<file path="src/rtl/blk_admit_pkg.sv">
package blk_admit_pkg;
  localparam int unsigned DEF_SLOTS       = 8;
  localparam int unsigned DEF_SM_THREADS  = 768;
  localparam int unsigned DEF_BLK_THREADS = 512;
  localparam int unsigned DEF_RF_ENTRIES  = 8192;
  localparam int unsigned DEF_SMEM_BYTES  = 16384;
  localparam int unsigned DEF_WARP_SIZE   = 32;
  localparam int unsigned DEF_THR_W       = 10;
  localparam int unsigned DEF_RPT_W       = 8;
  localparam int unsigned DEF_SMEM_REQ_W  = 16;

  typedef enum logic [1:0] {
    OUT_NONE   = 2'd0,
    OUT_GRANT  = 2'd1,
    OUT_REFUSE = 2'd2,
    OUT_ERROR  = 2'd3
  } outcome_e;
endpackage

</file>
<file path="src/rtl/slot_finder.sv">
module slot_finder #(
  parameter int unsigned N  = 8,
  parameter int unsigned IW = $clog2(N)
) (
  input  logic [N-1:0]  free_mask,
  output logic          found,
  output logic [IW-1:0] idx
);
  logic [N:0]   lower_any;
  logic [N-1:0] pick;

  assign lower_any[0] = 1'b0;

  for (genvar i = 0; i < N; i++) begin : g_chain
    assign pick[i]        = free_mask[i] & ~lower_any[i];
    assign lower_any[i+1] = lower_any[i] | free_mask[i];
  end

  always_comb begin
    idx = '0;
    for (int i = 0; i < N; i++) begin
      if (pick[i]) idx = idx | IW'(i);
    end
  end

  assign found = lower_any[N];

  always_comb begin
    a_r6_pick_single : assert ($onehot0(pick));
  end
endmodule

</file>
<file path="src/rtl/budget_pool.sv">
module budget_pool #(
  parameter int unsigned CAP = 768,
  parameter int unsigned W   = $clog2(CAP + 1),
  parameter int unsigned RW  = 10
) (
  input  logic          clk,
  input  logic          rst,
  input  logic          rel_en,
  input  logic [W-1:0]  rel_amt,
  input  logic [RW-1:0] req_amt,
  input  logic          take_en,
  output logic          fit,
  output logic [W-1:0]  free_now
);
  localparam int unsigned CW = (RW > W) ? RW : W;

  logic [W-1:0] used_q;
  logic [W-1:0] used_after_rel;
  logic [W-1:0] free_after_rel;
  logic [W-1:0] used_d;

  assign used_after_rel = rel_en ? (used_q - rel_amt) : used_q;
  assign free_after_rel = W'(CAP) - used_after_rel;
  assign fit            = (CW'(req_amt) <= CW'(free_after_rel));
  assign used_d         = take_en ? (used_after_rel + W'(req_amt)) : used_after_rel;
  assign free_now       = W'(CAP) - used_q;

  always_ff @(posedge clk) begin
    if (rst) used_q <= '0;
    else     used_q <= used_d;
  end

  // a pool never holds more than its capacity
  a_r3_pool_within_cap : assert property (@(posedge clk) disable iff (rst)
    used_q <= W'(CAP));

  a_r8_release_not_above_used : assert property (@(posedge clk) disable iff (rst)
    rel_en |-> rel_amt <= used_q);
endmodule

</file>
<file path="src/rtl/blk_admit_ctrl.sv">
module blk_admit_ctrl
  import blk_admit_pkg::*;
#(
  parameter int unsigned SLOTS       = DEF_SLOTS,
  parameter int unsigned SM_THREADS  = DEF_SM_THREADS,
  parameter int unsigned BLK_THREADS = DEF_BLK_THREADS,
  parameter int unsigned RF_ENTRIES  = DEF_RF_ENTRIES,
  parameter int unsigned SMEM_BYTES  = DEF_SMEM_BYTES,
  parameter int unsigned WARP_SIZE   = DEF_WARP_SIZE,
  parameter int unsigned THR_W       = DEF_THR_W,
  parameter int unsigned RPT_W       = DEF_RPT_W,
  parameter int unsigned SMEM_REQ_W  = DEF_SMEM_REQ_W,
  parameter int unsigned SLOT_W      = $clog2(SLOTS),
  parameter int unsigned WARP_W      = $clog2(BLK_THREADS / WARP_SIZE) + 1,
  parameter int unsigned FT_W        = $clog2(SM_THREADS + 1),
  parameter int unsigned FR_W        = $clog2(RF_ENTRIES + 1),
  parameter int unsigned FS_W        = $clog2(SMEM_BYTES + 1)
) (
  input  logic                  clk,
  input  logic                  rst,
  input  logic                  req_valid,
  output logic                  req_ready,
  input  logic [THR_W-1:0]      req_threads,
  input  logic [RPT_W-1:0]      req_regs_per_thr,
  input  logic [SMEM_REQ_W-1:0] req_smem,
  input  logic                  cpl_valid,
  input  logic [SLOT_W-1:0]     cpl_slot,
  output logic                  resp_valid,
  output logic                  resp_grant,
  output logic                  resp_error,
  output logic [SLOT_W-1:0]     resp_slot,
  output logic [WARP_W-1:0]     resp_warps,
  output logic [FT_W-1:0]       free_threads,
  output logic [FR_W-1:0]       free_regs,
  output logic [FS_W-1:0]       free_smem,
  output logic [SLOTS-1:0]      slot_busy
);
  localparam int unsigned NEED_W = THR_W + RPT_W;
  localparam int unsigned WSH    = $clog2(WARP_SIZE);

  // per-slot reservation records
  logic [FT_W-1:0] rec_thr  [SLOTS];
  logic [FR_W-1:0] rec_regs [SLOTS];
  logic [FS_W-1:0] rec_smem [SLOTS];
  logic [SLOTS-1:0] busy_q;
  logic             ready_q;

  logic              accept;
  logic              rel_en;
  logic [SLOTS-1:0]  rel_mask;
  logic [SLOTS-1:0]  busy_after_rel;
  logic              slot_found;
  logic [SLOT_W-1:0] slot_idx;
  logic              range_ok;
  logic [NEED_W-1:0] regs_need;
  logic [THR_W:0]    warp_sum;
  logic [WARP_W-1:0] warps_calc;
  logic              fit_thr, fit_regs, fit_smem;
  logic              grant;
  outcome_e          outcome;

  assign accept    = req_valid & req_ready;
  assign req_ready = ready_q;

  // release side: applied before the grant decision
  assign rel_en = cpl_valid & busy_q[cpl_slot];

  for (genvar s = 0; s < SLOTS; s++) begin : g_relmask
    assign rel_mask[s] = rel_en & (cpl_slot == SLOT_W'(s));
  end

  assign busy_after_rel = busy_q & ~rel_mask;

  slot_finder #(.N(SLOTS), .IW(SLOT_W)) u_slot_finder (
    .free_mask (~busy_after_rel),
    .found     (slot_found),
    .idx       (slot_idx)
  );

  // request decode
  assign range_ok   = (req_threads != '0) && (32'(req_threads) <= BLK_THREADS);
  assign regs_need  = {{RPT_W{1'b0}}, req_threads} * {{THR_W{1'b0}}, req_regs_per_thr};
  assign warp_sum   = {1'b0, req_threads} + (THR_W+1)'(WARP_SIZE - 1);
  assign warps_calc = WARP_W'(warp_sum >> WSH);

  budget_pool #(.CAP(SM_THREADS), .W(FT_W), .RW(THR_W)) u_pool_thr (
    .clk      (clk),
    .rst      (rst),
    .rel_en   (rel_en),
    .rel_amt  (rec_thr[cpl_slot]),
    .req_amt  (req_threads),
    .take_en  (grant),
    .fit      (fit_thr),
    .free_now (free_threads)
  );

  budget_pool #(.CAP(RF_ENTRIES), .W(FR_W), .RW(NEED_W)) u_pool_regs (
    .clk      (clk),
    .rst      (rst),
    .rel_en   (rel_en),
    .rel_amt  (rec_regs[cpl_slot]),
    .req_amt  (regs_need),
    .take_en  (grant),
    .fit      (fit_regs),
    .free_now (free_regs)
  );

  budget_pool #(.CAP(SMEM_BYTES), .W(FS_W), .RW(SMEM_REQ_W)) u_pool_smem (
    .clk      (clk),
    .rst      (rst),
    .rel_en   (rel_en),
    .rel_amt  (rec_smem[cpl_slot]),
    .req_amt  (req_smem),
    .take_en  (grant),
    .fit      (fit_smem),
    .free_now (free_smem)
  );

  always_comb begin
    if (!accept)                                            outcome = OUT_NONE;
    else if (!range_ok)                                     outcome = OUT_ERROR;
    else if (slot_found && fit_thr && fit_regs && fit_smem) outcome = OUT_GRANT;
    else                                                    outcome = OUT_REFUSE;
  end

  assign grant = (outcome == OUT_GRANT);

  // slot state and records
  always_ff @(posedge clk) begin
    if (rst) begin
      busy_q  <= '0;
      ready_q <= 1'b0;
      for (int s = 0; s < SLOTS; s++) begin
        rec_thr[s]  <= '0;
        rec_regs[s] <= '0;
        rec_smem[s] <= '0;
      end
    end else begin
      ready_q <= 1'b1;
      busy_q  <= busy_after_rel;
      if (grant) begin
        busy_q[slot_idx]   <= 1'b1;
        rec_thr[slot_idx]  <= FT_W'(req_threads);
        rec_regs[slot_idx] <= FR_W'(regs_need);
        rec_smem[slot_idx] <= FS_W'(req_smem);
      end
    end
  end

  // response register
  always_ff @(posedge clk) begin
    if (rst) begin
      resp_valid <= 1'b0;
      resp_grant <= 1'b0;
      resp_error <= 1'b0;
      resp_slot  <= '0;
      resp_warps <= '0;
    end else begin
      resp_valid <= (outcome != OUT_NONE);
      resp_grant <= (outcome == OUT_GRANT);
      resp_error <= (outcome == OUT_ERROR);
      resp_slot  <= grant ? slot_idx : '0;
      resp_warps <= (outcome == OUT_ERROR) ? '0 : warps_calc;
    end
  end

  assign slot_busy = busy_q;

  // assertions
  a_r11_resp_after_accept : assert property (@(posedge clk) disable iff (rst)
    accept |=> resp_valid);

  a_r11_no_resp_without_accept : assert property (@(posedge clk) disable iff (rst)
    !accept |=> !resp_valid);

  a_r1_bad_count_errors : assert property (@(posedge clk) disable iff (rst)
    (accept && (req_threads == '0)) |=> (resp_error && !resp_grant));

  a_r6_granted_slot_busy : assert property (@(posedge clk) disable iff (rst)
    resp_grant |-> slot_busy[resp_slot]);

  a_r7_warps_in_range : assert property (@(posedge clk) disable iff (rst)
    resp_grant |-> (resp_warps != '0 && 32'(resp_warps) <= BLK_THREADS / WARP_SIZE));

  a_r8_release_frees_threads : assert property (@(posedge clk) disable iff (rst)
    (cpl_valid && slot_busy[cpl_slot] && !accept) |=> free_threads > $past(free_threads));

  a_r2_full_refuses : assert property (@(posedge clk) disable iff (rst)
    (accept && (&slot_busy) && !cpl_valid) |=> !resp_grant);
endmodule

</file>
<file path="config.mk">
export PLATFORM = sky130hd
export DESIGN_NAME = blk_admit_ctrl
export DESIGN_NICKNAME = d
export VERILOG_FILES = /design/src/rtl/blk_admit_pkg.sv /design/src/rtl/slot_finder.sv /design/src/rtl/budget_pool.sv /design/src/rtl/blk_admit_ctrl.sv
export SDC_FILE = /design/constraint.sdc
export NUM_CORES = 1
export LEC_CHECK = 0
export BUFFER_PORTS_ARGS = -buffer_cell sky130_fd_sc_hd__buf_2
export CELL_PAD_IN_SITES_DETAIL_PLACEMENT = 2
export CELL_PAD_IN_SITES_GLOBAL_PLACEMENT = 2
export CORE_AREA = 4 4 246 248
export CTS_CLUSTER_DIAMETER = 120
export DETAILED_ROUTE_END_ITERATION = 8
export DIE_AREA = 0 0 250 252
export GPL_ROUTABILITY_DRIVEN = 0
export PLACE_DENSITY = 0.87
export SYNTH_ARGS = -nofsm -noshare
export SYNTH_HDL_FRONTEND = slang
export SYNTH_SLANG_ARGS = --single-unit
</file>
<file path="constraint.sdc">
create_clock -name clk -period 12 [get_ports clk]
set_clock_uncertainty 0.1 [all_clocks]
set_input_delay 0 -clock clk [delete_from_list [all_inputs] [get_ports clk]]
set_output_delay 0 -clock clk [all_outputs]
set_load 0.02 [all_outputs]
</file>
==> impl_metrics.csv, run 1 <==
group,metric,value,unit
status,status,"finished, final reports clean",
worst_hold_path,worstHoldStart,"req_threads[9]",
grt,grt_overflow,0,
worst_hold_path,hold_end,"rec_thr[0][9]",
clock_network,cts_root_buf,"clkbuf_16",
synthesis,netlist_instances,2214,
power,ir_drop,0.191,mV
routing,wl_per_cell,36.0,um
synthesis,synth-simple-area-share,0.174,
timing,layout_min_cycle_time,10.69,ns
die,num_rows,89,
clock_network,clkTransAtPathRegs,0.06,ns
timing,setup_violations,0,
critical_path,cp-start-kind,"primary input",
timing,finalMaxSlewViolations,0,
critical_path,r2r_start,"rec_smem[3][3]",
grt,grt_pass1_wl,164000,um
final_layout,fin_area,0.0273,mm2
critical_path,end_kind,"flop",
synthesis,synth-xor-area-share,0.0464,
power,p_per_area,175,mW/mm2
grt,antenna_found_initial,5,
die,die_area,0.0630,mm2
grt,grt_pass1_vias,23258,
synthesis,yosysSeqAreaShare,0.433,
synthesis,avgSynthCellArea,11.0,um2
worst_hold_path,hp-class,"primary input to flop",
clock_network,postCtsSetupBuffers,0,
critical_path,timing_worst_setup_path_type,"primary input to flop",
final_layout,final_layout_size_suffix_gt1_frac,0.137,
die,ios,100,
timing,fmax,0.0936,GHz
worst_hold_path,holdPathStages,2,
synthesis,yosysWarnings,0,
run,maxCapViolCount,0,
place,buffer_ports.inserted,99,
critical_path,cp_max_fo,51,
grt,grt_max_degree,73,
routing,num_vias,20710,
clock_network,cts_tree,"yes",
synthesis,ys_ff_latch,371,
synthesis,synthArstFlopShare,0,
synthesis,synth_nets,2464,
critical_path,reg2reg_depth,25,
critical_path,cp-startpoint,"cpl_slot[0]",
place,postPlaceCellArea,0.0256,mm2
routing,vias_per_cell,6.65,
power,power_leakage,0.0115,uW
die,initial_utilization,0.417,
critical_path,arrival,10.77,ns
synthesis,synth-compound-area-share,0.0820,
synthesis,syn_area,0.0244,mm2
timing,timing.slew.headroom,0.0658,
routing,final_antenna_net_count,0,
clock_network,clock_path_buffers,3,
die,die-height,252,um
timing,final_hold_viol_count,0,
critical_path,r2r-end,"rec_smem[6][12]",
place,dpl.hpwl,66100,um
routing,routed_wl,112000,um
final_layout,final_nets,2556,
clock_network,cts_sinks,371,
critical_path,critPathRequiredTime,12.09,ns
timing,tightest_slew,1.40,ns
synthesis,synth_edf_count,312,
final_layout,areaGrowthSynthToFinish,12.3,%
clock_network,cts-buffers-inserted,42,
timing,rsz0062_at_grt,"false",
synthesis,synth_top_family_by_area,"simple AND/OR/NAND/NOR gates",
clock_network,clk_latency,0.61,ns
routing,drt_iter0_drc,2305,
routing,drc_errors,0,
synthesis,synth-adder-area-share,0.124,
grt,grtUsageTotal,0.349,
die,dieWidth,250,um
critical_path,reg2reg_slack,1.56,ns
routing,first_pass_iters,5,
synthesis,muxShareOfSynthArea,0.0997,
synthesis,ys.flop_type,"edfxtp_1",
timing,timing.final.crit_share,0.891,
die,coreArea,0.0585,mm2
timing,setup-tns-final,0,ns
synthesis,synthDistinctLibCells,85,
clock_network,cts_max_level,2,
what timing repair did:
action                    4_1_cts  5_1_grt
hold endpoints to repair      166        0
gates resized for setup         0        0
hold buffers                   26        0
where the power goes:
group,internal (uW),leakage (uW),total (uW),switching [uW]
logic,588,0.00723,1880,1290
clock network,809,0.000703,1440,628
registers,1440,0.00357,1470,30.8
total,2840,0.0115,4790,1950
critical path, cell delays in order:
cell	delay [ns]
buf_4	0.68
buf_12	0.44
mux4_2	0.58
mux2_2	0.30
ha_1	0.26
fa_1	0.44
nor2b_1	0.18
o21ai_0	0.19
a21oi_1	0.35
nor4_1	0.10
o41ai_1	1.04
nor2_1	0.19
nand2_1	0.25
o21ai_0	0.18
xnor2_1	0.28
ha_1	0.29
nand4_1	0.21
nor3_1	0.15
o41a_1	0.39
or4_1	0.58
a2111o_1	0.45
nor2_2	0.20
nand2_1	0.18
inv_2	0.75
buf_4	0.50
nand4_4	0.35
nand2_2	1.09
final cells by class:
class	count	area, um2
clock inverters	25	290
well taps	773	967
flip-flops and latches	371	10600
multi-input cells	1592	12900
repair buffers	155	998
inverters	144	541
clock buffers	52	1140
diodes	3	7.51
fillers	5773	31100
metal layers:
layer	track usage	up-vias	routed length [um]
met3	0.0752	612	9430
li1	-	8164	-
met2	0.595	1414	53900
met1	0.389	10516	38900
met5	0	-	25
met4	0.252	4	9960
registers in the layout, summed over array words and instances (netlist names):
| signal | cells |
|---|---|
| rec_smem | 120 |
| resp_valid | 1 |
| resp_warps | 5 |
| u_pool_smem.used_q | 15 |
| resp_error | 1 |
| resp_slot | 3 |
| u_pool_thr.used_q | 10 |
| slot_busy | 8 |
| req_ready | 1 |
| rec_regs | 112 |
| u_pool_regs.used_q | 14 |
| resp_grant | 1 |
| rec_thr | 80 |
per-stage QoR:
| stage | total power, uW | worst slack (ns) | hold slack, ns | std cells | utilization |
|---|---|---|---|---|---|
| 6_report | 4790 | 1.31 | 0.0269 | 3115 | 0.468 |
| 5_1_grt | 4910 | 1.04 | 0.0261 | 3114 | 0.468 |
| 4_1_cts | 4640 | 1.75 | 0.00681 | 3112 | 0.468 |
| 3_5_place_dp | 3170 | 1.64 | 0.274 | 3009 | 0.439 |
| 3_3_place_gp | 2990 | 2.27 | 0.255 | 3009 | 0.439 |
| 2_1_floorplan | 2450 | 3.68 | 0.0982 | 2214 | - |
cells in the mapped netlist, types with 59 or more instances:
cell / count / area share
edfxtp_1: 312 / 0.38
nand2_1: 133 / 0.020
mux4_2: 80 / 0.074
a21oi_1: 64 / 0.013
ha_1: 155 / 0.080
inv_1: 139 / 0.021
clkbuf_1: 70 / 0.011
dfxtp_1: 59 / 0.048
and3_1: 85 / 0.022
xnor2_1: 79 / 0.028
and2_1: 190 / 0.049
nor2_1: 230 / 0.035
kinds of logic (layout without fill, tap and decap cells):
kind of cell,Yosys count,in the layout
simple gates,818,818
buf+inv,251,376
mux,142,142
flops,371,371
compound gates,294,294
other cells,0,3
xor+xnor,129,129
fa+ha+maj,209,209
cells in the final DEF, fill, tap and decap left out, drive strengths merged, types with 15 or more instances in the layout:
cell,Yosys,routed
mux2i,56,56
nor2,231,231
fa,54,54
dlygate4sd3,0,26
nand3,37,37
or3,15,15
buf,36,129
and3,86,86
nor3,40,40
a21o,26,26
clkinv,4,18
inv,140,143
and2,192,192
ha,155,155
nand2,135,135
mux4,80,80
edfxtp,312,312
a211oi,32,32
xor2,50,50
dfxtp,59,59
a21oi,66,66
o21ai,56,56
o21a,21,21
clkbuf,71,52
xnor2,79,79
how the worst max path moves through the flow:
| stage | to | slack, ns | cells after the start |
|---|---|---|---|
| final | rec_smem[6][12] | 1.31 | 27 |
| after floorplan | rec_regs[1][0] | 3.68 | 27 |
| after global placement | rec_thr[6][7] | 2.27 | 25 |
| after detailed placement | rec_smem[6][14] | 1.64 | 27 |
| after global routing | rec_smem[6][12] | 1.04 | 27 |
| after CTS | rec_smem[6][12] | 1.75 | 29 |
Note: power is estimated with default switching activity, not from simulation.
==> run 2, diff against run 1 <==
CORE_AREA = 4 4 318 320   (was 4 4 246 248)
DIE_AREA = 0 0 322 324   (was 0 0 250 252)
PLACE_DENSITY = 0.59   (was 0.87)
==> run 2 against run 1 <==
Clock power shrank 11%. Largest cell class unchanged. Register-to-register slack gained 1.1 ns. Sequential share of layout area shrank 0.93 points. Largest power group unchanged. Global-route usage shrank 18 points. Final cell count grew 17%.
==> impl_metrics.csv, run 2 (same netlist as run 1, synthesis figures left out) <==
group,metric,value,unit
timing,setup_violations,0,
critical_path,cpMostUsedCell,"buf_4",
power,p_int,2720,uW
clock_network,cts-buffers-inserted,43,
timing,finalWorstSetupSlack,2.04,ns
grt,grt_pass1_vias,20156,
die,die_area,0.104,mm2
timing,setup-tns-final,0,ns
critical_path,end_kind,"flop",
place,dpl.hpwl,63400,um
status,status,"finished, final reports clean",
final_layout,mostFrequentLayoutCells,"312 x edfxtp_1, 229 x nor2_1, 190 x and2_1, 155 x ha_1, 139 x inv_1",
critical_path,reg2reg_depth,27,
final_layout,regArea,0.0106,mm2
run,maxCapViolCount,0,
critical_path,cpPeakStageDelay,0.83,ns
routing,route.met2.wl,43800,um
die,dieWidth,322,um
critical_path,crit_family,"buffers and inverters",
critical_path,reg2reg_slack,2.70,ns
final_layout,layout_commonest_cell,"edfxtp_1",
timing,timing.final.crit_share,0.830,
power,combinationalPowerShare,0.377,
routing,top_layer_used,"met4",
final_layout,final_nets,2573,
routing,vias_per_cell,4.96,
power,swShare,0.382,
clock_network,clock_path_buffers,3,
final_layout,final_layout_size_suffix_gt1_frac,0.139,
power,p_seq_frac,0.332,
worst_hold_path,hold_end,"rec_thr[6][0]",
final_layout,fillers,10705,
power,clkPwrFrac,0.291,
die,coreArea,0.0981,mm2
routing,drt-met1-wl,40400,um
critical_path,cp-start-kind,"primary input",
power,ir_drop,0.103,mV
power,netSwitchingPower,1690,uW
final_layout,areaGrowthSynthToFinish,15.0,%
critical_path,r2r_start,"rec_smem[7][0]",
worst_hold_path,worstHoldStart,"req_threads[0]",
final_layout,top_regs,"rec_smem (120), rec_regs (112), rec_thr (80)",
critical_path,crit_buf_inv,5,
critical_path,cp_max_fo,48,
timing,fmax,0.100,GHz
routing,first_pass_iters,5,
final_layout,multi_input_area,0.0129,mm2
grt,grt_overflow,0,
critical_path,critPathRequiredTime,12.16,ns
worst_hold_path,hp-class,"primary input to flop",
routing,wl_met3,2350,um
routing,num_vias,18056,
routing,drc_errors,0,
critical_path,crit_slowest_cell,"nand2_2",
critical_path,r2r-end,"rec_thr[4][7]",
timing,tightest_slew,1.12,ns
die,die-height,324,um
routing,routed_wl,88600,um
die,initial_utilization,0.248,
clock_network,cts_tree,"yes",
timing,finalMaxSlewViolations,0,
routing,wl_per_cell,24.3,um
die,num_rows,115,
clock_network,ctsResizeCount,0,
grt,grtUsageTotal,0.169,
timing,timing.slew.headroom,0.248,
power,p_per_area,157,mW/mm2
grt,grt_pass1_wl,133000,um
worst_hold_path,holdPathStages,3,
place,buffer_ports.inserted,99,
grt,grt_max_degree,49,
timing,fin_hold_ws,0.0442,ns
power,power_leakage,0.0115,uW
critical_path,timing_worst_setup_path_type,"primary input to flop",
die,ios,100,
timing,layout_min_cycle_time,9.96,ns
clock_network,clk_latency,0.58,ns
clock_network,clkTransAtPathRegs,0.06,ns
timing,final_hold_viol_count,0,
timing,rsz0062_at_grt,"false",
critical_path,arrival,10.12,ns
final_layout,largest_reg_flops,120,
clock_network,cts_max_level,2,
clock_network,cts_sinks,371,
clock_network,cts_root_buf,"clkbuf_16",
routing,final_antenna_net_count,0,
place,pre_cts_ws,1.96,ns
grt,antenna_found_initial,6,
routing,drt_iter0_drc,1071,
final_layout,top_register,"rec_smem",
[run 2: cell count changes in the layout (fill, tap and decap cells not counted), moves of 3 or more]
| cell | delta |
|---|---|
| clkbuf_1 | +4 |
| dlygate4sd3_1 | +3 |
| clkinv_2 | -5 |
| buf_4 | +12 |
| bufinv_16 | -4 |
| clkinv_1 | +4 |
[run 2: metal layers]
metal,global-route usage,vias up
met3,0.0143,83
met2,0.298,290
li1,-,8191
met5,0,-
met4,0.0411,0
met1,0.224,9492
[run 2: worst min-delay path, delay by kind of cell]
family | cells | cell delay, ns
buffers and inverters | 2 | 0.46
AND/OR/NAND/NOR | 1 | 0.08
[run 2: worst max-delay path by stage]
stage / startpoint / end / cells after the start
CTS: cpl_slot[1] / rec_smem[4][6] / 26
floorplan: cpl_slot[0] / rec_regs[1][0] / 27
global placement: cpl_slot[0] / rec_regs[4][2] / 25
detailed placement: cpl_slot[0] / rec_regs[4][2] / 25
global route: cpl_slot[1] / rec_thr[7][7] / 26
finish: cpl_slot[1] / rec_thr[4][7] / 26
[run 2: final cells by class]
type                            instances  share of cell area
Inverter                              144              0.0193
Tap cell                             1287              0.0575
Clock inverter                         21             0.00598
Timing Repair Buffer                  171              0.0403
Clock buffer                           55              0.0407
Antenna cell                            1           0.0000893
Multi-Input combinational cell       1592               0.460
Sequential cell                       371               0.377
[run 2: repair_timing]
item                      CTS  global route
hold endpoints to repair  200             0
hold buffers               29             0
buffers inserted            0             0
[run 2: stage by stage]
step                utilization  power [uW]  std cells  area, um2
floorplan                     -        2450       2214      24400
global placement          0.269        3090       3536      26400
detailed placement        0.269        3150       3536      26400
CTS                       0.286        4460       3641      28000
global route              0.286        4660       3642      28000
finish                    0.286        4410       3642      28000
[run 2: power by group through the flow]
stage	clock, uW	sequential [uW]	combinational, uW
6_report	1280	1460	1660
5_1_grt	1370	1470	1820
4_1_cts	1320	1460	1670
3_5_place_dp	0	1490	1650
3_3_place_gp	0	1490	1600
2_1_floorplan	0	1480	972
